$ cat src/rtl/cfg_route_pkg.sv
package cfg_route_pkg;
  typedef enum logic [1:0] {
    RT_LOCAL   = 2'd0,
    RT_CONVERT = 2'd1,
    RT_FORWARD = 2'd2,
    RT_ABORT   = 2'd3
  } route_e;
endpackage

$ cat src/rtl/cfg_bus_window.sv
module cfg_bus_window
  import cfg_route_pkg::*;
#(
  parameter int BUS_W = 8
) (
  input  logic             is_type1,
  input  logic             t0_claimed,
  input  logic [BUS_W-1:0] bus,
  input  logic [BUS_W-1:0] sec,
  input  logic [BUS_W-1:0] sub,
  output route_e           route
);
  logic nonzero;
  logic hit_sec;
  logic hit_below;

  assign nonzero   = (bus != '0);
  assign hit_sec   = nonzero && (bus == sec);
  assign hit_below = nonzero && (bus > sec) && (bus <= sub);

  always_comb begin
    if (!is_type1)      route = t0_claimed ? RT_LOCAL : RT_ABORT;
    else if (hit_sec)   route = RT_CONVERT;
    else if (hit_below) route = RT_FORWARD;
    else                route = RT_ABORT;
  end
endmodule

$ cat src/rtl/cfg_idsel_dec.sv
module cfg_idsel_dec #(
  parameter int DEV_W = 5,
  localparam int SEL_W = 1 << DEV_W
) (
  input  logic             en,
  input  logic [DEV_W-1:0] dev,
  output logic [SEL_W-1:0] sel
);
  for (genvar g = 0; g < SEL_W; g++) begin : g_line
    assign sel[g] = en && (dev == DEV_W'(g));
  end
endmodule

$ cat src/rtl/cfg_route_top.sv
module cfg_route_top
  import cfg_route_pkg::*;
#(
  parameter int BUS_W  = 8,
  parameter int DEV_W  = 5,
  parameter int FUNC_W = 3,
  parameter int REG_W  = 6,
  parameter int DATA_W = 32,
  localparam int SEL_W = 1 << DEV_W
) (
  input  logic              clk,
  input  logic              rst_n,
  input  logic [BUS_W-1:0]  sec_bus,
  input  logic [BUS_W-1:0]  sub_bus,
  input  logic              in_valid,
  output logic              in_ready,
  input  logic              in_type1,
  input  logic              in_t0_claimed,
  input  logic [BUS_W-1:0]  in_bus,
  input  logic [DEV_W-1:0]  in_dev,
  input  logic [FUNC_W-1:0] in_func,
  input  logic [REG_W-1:0]  in_reg,
  input  logic              in_we,
  input  logic [DATA_W-1:0] in_wdata,
  output logic              out_valid,
  input  logic              out_ready,
  output logic [1:0]        out_kind,
  output logic              out_type1,
  output logic [BUS_W-1:0]  out_bus,
  output logic [DEV_W-1:0]  out_dev,
  output logic [FUNC_W-1:0] out_func,
  output logic [REG_W-1:0]  out_reg,
  output logic [SEL_W-1:0]  out_idsel,
  output logic              out_we,
  output logic [DATA_W-1:0] out_wdata,
  output logic [DATA_W-1:0] out_rdata,
  output logic              stb_convert,
  output logic              stb_forward,
  output logic              stb_abort
);
  route_e             route;
  logic [SEL_W-1:0]   sel;
  logic               take;
  logic               give;
  logic               is_abort;

  cfg_bus_window #(.BUS_W(BUS_W)) u_window (
    .is_type1  (in_type1),
    .t0_claimed(in_t0_claimed),
    .bus       (in_bus),
    .sec       (sec_bus),
    .sub       (sub_bus),
    .route     (route)
  );

  cfg_idsel_dec #(.DEV_W(DEV_W)) u_idsel (
    .en (route == RT_CONVERT),
    .dev(in_dev),
    .sel(sel)
  );

  assign in_ready = !out_valid || out_ready;
  assign take     = in_valid && in_ready;
  assign give     = out_valid && out_ready;
  assign is_abort = (route == RT_ABORT);

  always_ff @(posedge clk or negedge rst_n) begin
    if (!rst_n) begin
      out_valid <= 1'b0;
      out_kind  <= RT_LOCAL;
      out_type1 <= 1'b0;
      out_bus   <= '0;
      out_dev   <= '0;
      out_func  <= '0;
      out_reg   <= '0;
      out_idsel <= '0;
      out_we    <= 1'b0;
      out_wdata <= '0;
      out_rdata <= '0;
    end else if (take) begin
      out_valid <= 1'b1;
      out_kind  <= route;
      out_type1 <= in_type1 && (route != RT_CONVERT);
      out_bus   <= in_bus;
      out_dev   <= in_dev;
      out_func  <= in_func;
      out_reg   <= in_reg;
      out_idsel <= sel;
      out_we    <= in_we;
      out_wdata <= is_abort ? '0 : in_wdata;
      out_rdata <= (is_abort && !in_we) ? '1 : '0;
    end else if (give) begin
      out_valid <= 1'b0;
    end
  end

  assign stb_convert = give && (out_kind == RT_CONVERT);
  assign stb_forward = give && (out_kind == RT_FORWARD);
  assign stb_abort   = give && (out_kind == RT_ABORT);

  // an accepted request is visible on the next cycle
  a_r8_latency: assert property (@(posedge clk) disable iff (!rst_n)
    take |=> out_valid);

  // stalled result holds still
  a_r9_hold: assert property (@(posedge clk) disable iff (!rst_n)
    (out_valid && !out_ready) |=> (out_valid && $stable(out_kind) &&
      $stable(out_bus) && $stable(out_wdata) && $stable(out_idsel)));

  // converted cycle selects exactly one device and is Type 0
  a_r3_convert_sel: assert property (@(posedge clk) disable iff (!rst_n)
    (out_valid && out_kind == RT_CONVERT) |-> ($onehot(out_idsel) && !out_type1));

  // aborted read returns all ones
  a_r7_abort_read: assert property (@(posedge clk) disable iff (!rst_n)
    (out_valid && out_kind == RT_ABORT && !out_we) |-> (out_rdata == '1));

  // bus zero never goes downstream
  a_r6_bus_zero: assert property (@(posedge clk) disable iff (!rst_n)
    (out_valid && out_bus == '0) |-> (out_kind == RT_LOCAL || out_kind == RT_ABORT));

  // forwarded result carries no device select
  a_r4_forward_plain: assert property (@(posedge clk) disable iff (!rst_n)
    (out_valid && out_kind == RT_FORWARD) |-> (out_type1 && out_idsel == '0));
endmodule

$ cat config.mk
export PLATFORM = sky130hd
export DESIGN_NAME = cfg_route_top
export DESIGN_NICKNAME = d
export VERILOG_FILES = /design/src/rtl/cfg_route_pkg.sv /design/src/rtl/cfg_bus_window.sv /design/src/rtl/cfg_idsel_dec.sv /design/src/rtl/cfg_route_top.sv
export SDC_FILE = /design/constraint.sdc
export NUM_CORES = 1
export LEC_CHECK = 0
export BUFFER_PORTS_ARGS = -buffer_cell sky130_fd_sc_hd__buf_2
export CAP_MARGIN = 20
export CELL_PAD_IN_SITES_DETAIL_PLACEMENT = 1
export CELL_PAD_IN_SITES_GLOBAL_PLACEMENT = 2
export CORE_UTILIZATION = 29
export CTS_CLUSTER_DIAMETER = 50
export CTS_CLUSTER_SIZE = 10
export DETAILED_ROUTE_END_ITERATION = 12
export GPL_ROUTABILITY_DRIVEN = 0
export GPL_TIMING_DRIVEN = 0
export PLACE_DENSITY = 0.86
export SLEW_MARGIN = 20
export SYNTH_ARGS = -nofsm -noshare
export SYNTH_HDL_FRONTEND = slang
export SYNTH_HIERARCHICAL = 1
export SYNTH_SLANG_ARGS = --single-unit
$ cat constraint.sdc
create_clock -name clk -period 1.8 [get_ports clk]
set_input_delay 0.36 -clock clk [delete_from_list [all_inputs] [get_ports clk]]
set_output_delay 0.36 -clock clk [all_outputs]
set_load 0.03 [all_outputs]
## Word-level counts from Yosys, hierarchy flattened

Cells that the tools add are included.

| operators by class | value |
|---|---|
| order comparisons | 2 |
| equality and inequality tests | 38 |
| multiplexer cells | 8 |
| reductions and logical operators | 48 |

Operators with widths:

| kind | number |
|---|---|
| $eq A5 B5 Y1 const B | 16 |
| $mux W32 | 2 |
| $logic_and A1 B1 Y1 | 42 |
| $eq A5 B4 Y1 const B | 8 |
| $eq A5 B3 Y1 const B | 4 |
| $eq A5 B2 Y1 const B | 2 |
| $eq A8 B8 Y1 | 1 |
| $gt A8 B8 Y1 | 1 |
| $le A8 B8 Y1 | 1 |
| $reduce_bool A8 Y1 | 1 |
| $eq A2 B2 Y1 const B | 3 |
| $mux W2 | 3 |
| $eq A5 B1 Y1 const B | 1 |
| $logic_not A5 Y1 | 1 |
| $eq A2 B1 Y1 const B | 2 |
| $mux W1 | 3 |
| $logic_not A1 Y1 | 2 |
| $ne A2 B1 Y1 const B | 1 |
| $reduce_bool A2 Y1 | 1 |
| $logic_or A1 B1 Y1 | 1 |

| storage, ports and cells | value |
|---|---|
| register bits after elaboration | 123 |
| output and inout bits | 127 |
| logic and storage cells | 107 |

## Longest topological paths before layout

Gate-level depths: netlist of the first run.

| depth | value |
|---|---|
| depth after elaboration | 9 |
| gate-level depth with buffers | 11 |
| depth with buffers taken out | 11 |

## Modules after synthesis

Netlist of the first run, hierarchy kept.

By module, submodules not included:

| module | times used | cells an instance | area an instance (um2) |
|---|---|---|---|
| cfg_route_top | 1 | 313 | 4,113.9 |
| cfg_bus_window | 1 | 60 | 436.7 |
| cfg_idsel_dec | 1 | 47 | 234.0 |

## Worst setup path before layout of the first run

No wires, ideal clock.

| timing path | value |
|---|---|
| path kind | input port to flip-flop |
| start point | input in_bus[7] |
| end point | register out_idsel[3] |
| setup time | 0.065 ns |
| data arrival time | 2.373 ns |
| data required time | 1.735 ns |
| slack | -0.638 ns |
| stages | 8 |
| cell sequence | or4_1 -> o21ai_1 -> o21ai_1 -> o211ai_1 -> nor2b_1 -> or4b_4 -> nor2_1 -> mux2_4 |

| between the ends | value |
|---|---|
| longest elaborated chain between the ends | 8 |

RTL lines:

| element | line | source |
|---|---|---|
| start, declared | cfg_route_top.sv:19 | `input logic [BUS_W-1:0] in_bus,` |
| $gt A8 B8 Y1 or $reduce_bool A8 Y1 (tied branches) | cfg_bus_window.sv:19, cfg_bus_window.sv:17 |  |
| $logic_and A1 B1 Y1 (2 in a row) | cfg_bus_window.sv:19 | `assign hit_below = nonzero && (bus > sec) && (bus <= sub);` |
| $mux W1 | cfg_bus_window.sv:24 | `else if (hit_below) route = RT_FORWARD;` |
| $mux W2 * | cfg_bus_window.sv:23 | `else if (hit_sec) route = RT_CONVERT;` |
| $mux W2 * | cfg_bus_window.sv:22 | `if (!is_type1) route = t0_claimed ? RT_LOCAL : RT_ABORT;` |
| via route[0] | cfg_route_top.sv:41 | `route_e route;` |
| $eq A2 B1 Y1 * | cfg_route_top.sv:57 | `.en (route == RT_CONVERT),` |
| $logic_and A1 B1 Y1 * | cfg_idsel_dec.sv:10 | `assign sel[g] = en && (dev == DEV_W'(g));` |
| via sel[3] | cfg_route_top.sv:42 | `logic [SEL_W-1:0] sel;` |
| end signal, assigned | cfg_route_top.sv:88 | `out_idsel <= sel;` |
| end, declared | cfg_route_top.sv:33 | `output logic [SEL_W-1:0] out_idsel,` |

The timed path passes the listed nets; every way through them passes the cells marked *.
A chain may end at the register's enable or synchronous reset.

## Worst setup path after layout of the first run

| timing path | value |
|---|---|
| start point | input in_bus[1] |
| end point | register out_idsel[2] |

The elaborated chain is that of the path after synthesis.

==> results of run 1 <==
## placed cells by master (no fill, tap or decap), types with 3 or more instances in the layout
cell type,n
buf_2,195
dfrtp_1,91
mux2_4,56
inv_1,46
buf_4,39
nand4_1,37
nor2_1,33
o21ai_1,30
buf_6,13
clkbuf_16,11
ha_1,11
clkbuf_1,10
a21oi_1,7
nand2_1,5
nand2b_1,4
o211ai_1,4
ha_4,4
buf_8,3
o21ai_0,3
mux2_2,3
nor2_2,3
nand4b_1,3
## cell usage after synthesis
library cell   n  area, um2
dfrtp_1       92       2300
mux2_4        56        841
inv_1         48        180
nand4_1       37        231
nor2_1        36        135
buf_4         31        233
o21ai_1       22        110
ha_1          16        200
clkbuf_1      14       52.6
o21ai_0       13       65.1
buf_6         10        113
a21oi_1        8       40.0
nand2_1        6       22.5
nand2b_1       4       25.0
nor2b_1        4       25.0
o211ai_1       4       30.0
mux2_2         3       33.8
nand4b_1       3       26.3
nand4bb_1      3       33.8
and2_4         1       8.76
nand3_1        1       5.00
nor3_1         1       5.00
o221ai_1       1       8.76
o31a_2         1       10.0
or2_1          1       6.26
or2b_2         1       8.76
or4_1          1       7.51
or4_4          1       11.3
or4b_4         1       13.8
## per-stage QoR
step                hold WS [ns]  std cells
floorplan                 0.0644        420
global placement           0.490        838
detailed placement         0.324        839
CTS                        0.227        860
global route               0.233        862
finish                     0.243        862
## power by group
group | switching [mW] | internal (mW) | total [mW]
clock network | 0.865 | 1.23 | 2.09
registers | 0.146 | 2.26 | 2.41
logic | 1.27 | 0.804 | 2.07
## worst paths after layout
kind	slack, ns	cells after the start	endpoint	from
min in group asynchronous	0.53	2	out_idsel[25]$_DFFE_PN0P_	rst_n
worst min register to register	0.50	1	out_func[0]$_DFFE_PN0P_	out_func[0]$_DFFE_PN0P_
max in group asynchronous	0.66	3	out_rdata[30]$_DFFE_PN0P_	rst_n
worst min-delay path	0.24	2	out_reg[1]$_DFFE_PN0P_	in_reg[1]
worst max-delay path	-0.34	11	out_idsel[2]$_DFFE_PN0P_	in_bus[1]
worst max register to register	0.21	6	out_wdata[6]$_DFFE_PN0P_	out_valid$_DFFE_PN0P_
## routing by layer
| metal | GRT usage, % | up-vias | routed length (um) |
|---|---|---|---|
| met1 | 21.0 | 2026 | 6300 |
| met5 | 0 | - | 0 |
| met3 | 2.85 | 17 | 735 |
| met4 | 6.69 | 0 | 273 |
| li1 | - | 1851 | - |
| met2 | 32.5 | 140 | 7800 |
## worst max-delay path: cells and delay by family
| family | cells | cell delay, ns |
|---|---|---|
| and+or+nand+nor | 4 | 1.02 |
| AOI/OAI and AO/OA | 4 | 0.51 |
| buffers and inverters | 1 | 0.11 |
| adders and majority gates | 1 | 0.26 |
| muxes | 1 | 0.15 |
## kinds of logic (layout without fill, tap and decap cells)
| family | after synthesis | count (layout) | share of synthesized area [%] |
|---|---|---|---|
| buffers and inverters | 103 | 329 | 12.1 |
| and+or+nand+nor | 101 | 101 | 11.8 |
| DFF | 92 | 92 | 48.1 |
| muxes | 59 | 59 | 18.3 |
| AOI/OAI and AO/OA | 49 | 49 | 5.52 |
| adders and majority gates | 16 | 16 | 4.18 |
## layout make-up
type	instances	area [um2]
plain buffers	55	445
fillers	1847	9290
repair buffers	210	1160
clock buffers	9	225
well taps	216	270
clock inverters	7	100
flip-flops and latches	92	2310
inverters	48	193
multi-input cells	225	2020
## timing repair
action	in CTS	in global routing
buffers inserted	3	1
pin swaps	15	8
endpoints found under the hold margin	42	0
gates cloned	1	2
gates resized for setup	28	20
hold buffers	1	0
endpoints found under the setup margin	99	67
==> impl_metrics.json, run 1 <==
{
  "setup_viol": 39,
  "wl_per_cell_um": 17.5,
  "power.leakage_nw": 3.53,
  "period_share_pct": 119,
  "design.portCount": 204,
  "skew_ns": 0.00501,
  "vias": 4034,
  "drt_iter0_markers": 182,
  "synth.distinct_cells": 29,
  "synth-seq-cells": 92,
  "worstPathCellList": "buf_12 -> ha_4 -> nor2b_4 -> o211ai_1 -> a21oi_1 -> o221ai_1 -> o211ai_1 -> nor2b_4 -> or4b_4 -> nor2_1 -> mux2_4",
  "fp-row-count": 46,
  "grt_pass1_wl_um": 23100,
  "dpl-instance-area_um2": 6170,
  "rsz0062_at_grt": "true",
  "grt_util_all_layers_pct": 17.8,
  "worstMarginPinSlew_ns": 0.589,
  "status": "finished with violations",
  "finalHoldViolCount": 0,
  "ant_nets": 0,
  "crit_path_start_kind": "primary input",
  "synth_area_per_cell_um2": 11.4,
  "yosys_warnings": 6,
  "cts_buffers": 9,
  "nNetsFinal": 734,
  "chipWidth_um": 130,
  "antenna_found_initial": 0,
  "finalInstanceArea_um2": 6720,
  "crit_fanout": 4,
  "cp_slowest_cell": "or4b_4",
  "timing.fmax_mhz": 467,
  "syn_area_um2": 4780,
  "failed_checks": "setup timing",
  "ir_drop_mv": 0.409,
  "cts_tree": "built",
  "endpoint_kind": "flip-flop",
  "worstSetupPathType": "in2reg",
  "syn-num-nets": 513,
  "clockRootBuffer": "clkbuf_16",
  "finalPower_mw": 6.58,
  "core_um2": 16000,
  "grt_pass1_vias": 4328,
  "worstPathRequired_ns": 2.09,
  "layout-drive-gt1-share_pct": 54.6,
  "hp-class": "in2reg",
  "final_util_pct": 42.0,
  "maxCapViolations": 0,
  "dieArea_um2": 17000,
  "slowest_delay_ns": 0.53,
  "grt_remaining_overflow": 0,
  "slew_headroom_pct": 60.8,
  "setup_slack_ns": -0.342,
  "clock_sinks": 92,
  "crit_arrival_ns": 2.43,
  "path_clk_slew_ns": 0.07,
  "seq_area_frac_synth_pct": 48.1,
  "routed_via_density": 4.68,
  "worstSkewPairLatency_ns": 0.34,
  "syn-instance-count": 420,
  "min_period_ns": 2.14,
  "cts_htree_levels": 3,
  "firstDrtPassIters": 4,
  "power_density_nw_per_um2": 979,
  "final.setup.tns_ns": -8.58,
  "diodes": 0,
  "grt_max_degree": 51,
  "reg_top3": "out_idsel x32, out_wdata x32, out_bus x8",
  "cts_buffer_depth": 2,
  "port_buffers": 202,
  "area_growth_syn_to_layout_pct": 40.4,
  "route.detailed.drc": 0,
  "finalMaxSlewViolations": 0,
  "place_hpwl_um": 11100,
  "initial_utilization_pct": 29.9,
  "pre_cts_ws_ns": -0.949,
  "wl_um": 15100,
  "fp.dieH_um": 130
}
Note: power is estimated with default switching activity, not from simulation.
==> run 2, diff against run 1 <==
Clock period 1.8 ns to 2.15 ns, I/O delays scaled along.
==> impl_metrics.json, run 2 (synthesized netlist as in run 1, its figures left out) <==
{
  "dpl.cell_count": 839,
  "diodes": 0,
  "path_clk_slew_ns": 0.07,
  "endpoint_kind": "flip-flop",
  "ant_nets": 0,
  "timing.fmax_mhz": 442,
  "hp-class": "in2reg",
  "power.leakage_nw": 3.57,
  "setup_viol": 9,
  "power.share.clock_pct": 28.8,
  "crit_fanout": 4,
  "power_frac_comb_pct": 33.1,
  "reg_top3": "out_idsel x32, out_wdata x32, out_bus x8",
  "min_period_ns": 2.26,
  "slew_headroom_pct": 64.5,
  "cts_htree_levels": 3,
  "clockRootBuffer": "clkbuf_16",
  "place_hpwl_um": 10700,
  "maxCapViolations": 0,
  "layout_common_cells": "194 x buf_2, 91 x dfrtp_1, 56 x mux2_4, 44 x inv_1, 40 x buf_4",
  "wl_um": 14600,
  "port_buffers": 202,
  "status": "finished with violations",
  "power_density_nw_per_um2": 777,
  "finalHoldViolCount": 0,
  "seq_area_um2": 2300,
  "pre_cts_ws_ns": -0.676,
  "worstMarginPinSlew_ns": 0.532,
  "final_common_cell": "buf_2",
  "multi_input_comb_area_um2": 2120,
  "p_switching_mw": 1.89,
  "fp.dieH_um": 130,
  "finalInstanceArea_um2": 6820,
  "skew_ns": 0.00424,
  "grt_pass1_wl_um": 22000,
  "dieArea_um2": 17000,
  "firstDrtPassIters": 4,
  "core_um2": 16000,
  "cts_buffers": 9,
  "grt_util_all_layers_pct": 17.0,
  "wl_per_cell_um": 16.9,
  "grt_max_degree": 51,
  "vias": 3933,
  "fp-row-count": 46,
  "dpl-instance-area_um2": 6110,
  "grt_pass1_vias": 4190,
  "cts_tree": "built",
  "layout-drive-gt1-share_pct": 56.2,
  "internal_power_mw": 3.41,
  "finalMaxSlewViolations": 0,
  "initial_utilization_pct": 29.9,
  "p_seq_share_pct": 38.1,
  "finalPower_mw": 5.30,
  "antenna_found_initial": 0,
  "period_share_pct": 105,
  "rsz0062_at_grt": "true",
  "final_cells": 866,
  "grt_remaining_overflow": 0,
  "failed_checks": "setup timing",
  "crit_path_start_kind": "primary input",
  "drt_iter0_markers": 81,
  "worstSkewPairLatency_ns": 0.34,
  "worstSetupPathType": "in2reg",
  "clock_sinks": 92,
  "cts_buffer_depth": 2,
  "routed_via_density": 4.54,
  "nNetsFinal": 738,
  "fill_cells": 1874,
  "ir_drop_mv": 0.490,
  "area_growth_syn_to_layout_pct": 42.4,
  "power_switching_share_pct": 35.6,
  "design.portCount": 204,
  "route.detailed.drc": 0,
  "worstPathRequired_ns": 2.44,
  "setup_slack_ns": -0.114,
  "crit_arrival_ns": 2.56,
  "chipWidth_um": 130
}
-- run 2: cell types whose count changed in the layout (fill, tap and decap cells not counted), moves of 3 or more --
cell,delta
clkinv_4,+3
buf_6,+3
ha_4,+3
o21ai_1,-6
o21ai_0,+7
ha_1,-3
nand4bb_4,+3
nor2_4,+3
-- run 2: final timing paths --
check                                           from                        end  slack [ns]  cells after the start
setup / recovery                          sec_bus[1]   out_idsel[0]$_DFFE_PN0P_       -0.11                     11
setup reg to reg               out_valid$_DFFE_PN0P_  out_wdata[10]$_DFFE_PN0P_        0.55                      6
hold reg to reg            out_idsel[23]$_DFFE_PN0P_  out_idsel[23]$_DFFE_PN0P_        0.51                      1
min in group asynchronous                      rst_n  out_idsel[13]$_DFFE_PN0P_        0.58                      2
max in group asynchronous                      rst_n  out_wdata[13]$_DFFE_PN0P_        0.98                      3
hold / removal                             in_reg[5]     out_reg[5]$_DFFE_PN0P_        0.31                      2
-- run 2: through the flow --
stage	util [%]	TNS (ns)	hold WS [ns]
4_1_cts	41.1	-0.114	0.293
3_3_place_gp	38.0	-45.38	0.488
3_5_place_dp	38.2	-32.10	0.383
5_1_grt	42.6	-2.11	0.292
2_1_floorplan	-	-0.658	0.134
6_report	42.6	-0.499	0.312
-- run 2: power groups by stage --
stage / logic (mW) / clock network (mW) / registers, mW
after global placement: 1.60 / 0 / 2.03
final: 1.76 / 1.52 / 2.02
after floorplan: 0.781 / 0 / 2.36
after detailed placement: 1.65 / 0 / 2.05
after global routing: 1.88 / 1.65 / 2.04
after CTS: 1.69 / 1.58 / 2.02
-- run 2: layer usage --
metal	track usage (%)	vias to the layer above	part of all wire [%]
met3	5.25	20	6.3
met4	5.54	0	1.6
met5	0	-	0
met2	30.4	127	51
met1	19.4	1935	41
li1	-	1851	-
-- run 2: what timing repair did --
| action | CTS | global route |
|---|---|---|
| pin swaps | 12 | 15 |
| gates cloned | 0 | 2 |
| endpoints found under the hold margin | 1 | 0 |
| buffers inserted | 7 | 2 |
| resized for setup | 28 | 38 |
| endpoints found under the setup margin | 94 | 65 |
| hold buffers | 1 | 0 |
-- run 2: critical path: stages --
cell and delay, ns:
buf_2 0.10, inv_2 0.06, ha_4 0.19, nor2b_1 0.14, o211ai_1 0.22, a21oi_1 0.12
o211ai_1 0.24, nor2b_4 0.23, or4b_4 0.55, nor2_2 0.12, mux2_4 0.15
-- run 2: layout make-up --
class,count,share of cell area [%]
Sequential cell,92,33.8
Buffer,55,6.35
Timing Repair Buffer,214,17.8
Clock inverter,6,0.716
Clock buffer,10,3.51
Inverter,48,2.68
Multi-Input combinational cell,225,31.2
Tap cell,216,3.97
==> run 3, diff against run 2 <==
Settings changed: CTS_CLUSTER_SIZE 10 to unset, RECOVER_POWER set to 100.
==> impl_metrics.json, run 3 (synthesized netlist as in run 1, its figures left out) <==
{
  "status": "finished with violations",
  "failed_checks": "setup timing",
  "fp-row-count": 46,
  "area_growth_syn_to_layout_pct": 38.5,
  "power.leakage_nw": 3.18,
  "maxCapViolations": 0,
  "port_buffers": 202,
  "cts_htree_levels": 3,
  "cts_buffer_depth": 2,
  "drt_iter0_markers": 86,
  "finalHoldViolCount": 0,
  "skew_ns": 0.00432,
  "hp-class": "in2reg",
  "crit_path_start_kind": "primary input",
  "hold_ws_ns": 0.305,
  "fp.dieH_um": 130,
  "grt_pass1_vias": 4190,
  "cts_buffers": 9,
  "grt_util_all_layers_pct": 17.0,
  "slew_headroom_pct": 26.8,
  "endpoint_kind": "flip-flop",
  "rsz0062_at_grt": "true",
  "finalPower_mw": 5.22,
  "layout_common_cells": "106 x clkbuf_1, 98 x buf_2, 91 x dfrtp_1, 53 x mux2_4, 44 x inv_1",
  "worstPathRequired_ns": 2.44,
  "grt_max_degree": 51,
  "firstDrtPassIters": 4,
  "layout-drive-gt1-share_pct": 40.8,
  "final_util_pct": 41.4,
  "vias": 3968,
  "min_period_ns": 2.26,
  "route.detailed.drc": 0,
  "routed_via_density": 4.58,
  "period_share_pct": 105,
  "initial_utilization_pct": 29.9,
  "cts_tree": "built",
  "worstSkewPairLatency_ns": 0.34,
  "grt_pass1_wl_um": 22000,
  "setup_viol": 9,
  "diodes": 0,
  "reg_top3": "out_idsel x32, out_wdata x32, out_bus x8",
  "final_common_cell": "clkbuf_1",
  "dieArea_um2": 17000,
  "worstMarginPinSlew_ns": 1.10,
  "place_hpwl_um": 10700,
  "wl_um": 14600,
  "timing.fmax_mhz": 442,
  "path_clk_slew_ns": 0.07,
  "wl_per_cell_um": 16.9,
  "clock_sinks": 92,
  "final_cells": 866,
  "clockRootBuffer": "clkbuf_16",
  "grt_remaining_overflow": 0,
  "crit_arrival_ns": 2.56,
  "chipWidth_um": 130,
  "ir_drop_mv": 0.489,
  "dpl.cell_count": 839,
  "ant_nets": 0,
  "worstSetupPathType": "in2reg",
  "crit_fanout": 4,
  "core_um2": 16000,
  "design.portCount": 204,
  "setup_slack_ns": -0.115,
  "antenna_found_initial": 0,
  "finalMaxSlewViolations": 0,
  "nNetsFinal": 738,
  "power_density_nw_per_um2": 787
}
==> run 3: changes by cell type in the layout (fill, tap and decap cells not counted), sizes merged <==
cell,before,now
clkbuf,23,157
buf,255,121
==> run 3: worst paths after layout <==
check                      cells after the start              startpoint  slack, ns                         to
max                                           11              sec_bus[1]      -0.11   out_idsel[0]$_DFFE_PN0P_
max reg2reg                                    6   out_valid$_DFFE_PN0P_       0.10     out_dev[3]$_DFFE_PN0P_
min reg2reg                                    1  out_reg[3]$_DFFE_PN0P_       0.49     out_reg[3]$_DFFE_PN0P_
min                                            2               in_reg[3]       0.31     out_reg[3]$_DFFE_PN0P_
max in group asynchronous                      3                   rst_n       0.30  out_wdata[13]$_DFFE_PN0P_
min in group asynchronous                      2                   rst_n       0.83  out_idsel[13]$_DFFE_PN0P_
==> run 3: per-stage QoR <==
| step | cell area, um2 | worst slack [ns] | TNS (ns) |
|---|---|---|---|
| 4_1_cts | 6570 | -0.0507 | -0.114 |
| 3_5_place_dp | 6110 | -0.676 | -32.10 |
| 6_report | 6630 | -0.115 | -0.529 |
| 2_1_floorplan | 4800 | -0.164 | -0.658 |
| 3_3_place_gp | 6080 | -0.633 | -45.38 |
| 5_1_grt | 6630 | -0.211 | -2.40 |
==> run 3: worst max-delay path, stage by stage <==
cell and delay [ns]:
buf_2 0.10, inv_2 0.06, ha_4 0.19, nor2b_1 0.14
o211ai_1 0.22, a21oi_1 0.12, o211ai_1 0.24, nor2b_4 0.23
or4b_4 0.55, nor2_2 0.12, mux2_4 0.15
==> run 3: per-layer routing <==
layer	part of all wire [%]	GRT usage, %
met1	41	19.4
met2	51	30.4
met3	6.0	5.25
met4	1.6	5.54
met5	0	0
==> run 3: final cells by class <==
| class | count | area (um2) |
|---|---|---|
| Clock inverter | 6 | 48.8 |
| Buffer | 55 | 399 |
| Tap cell | 216 | 270 |
| Multi-Input combinational cell | 225 | 2110 |
| Timing Repair Buffer | 214 | 1070 |
| Fill cell | 1931 | 9370 |
| Sequential cell | 92 | 2300 |
| Clock buffer | 10 | 239 |
| Inverter | 48 | 183 |
==> run 3: repair_timing <==
item | 4_1_cts | 5_1_grt
gates cloned | 0 | 2
pin swaps | 12 | 15
endpoints found under the hold margin | 1 | 0
hold buffers | 1 | 0
buffers inserted | 7 | 2
endpoints found under the setup margin | 94 | 65
resized for setup | 28 | 38
==> run 3: power by group <==
part           internal, mW  switching, mW  leakage (nW)
Sequential             1.89          0.127          1.19
Clock                 0.825          0.697         0.143
Combinational         0.610           1.06          1.84
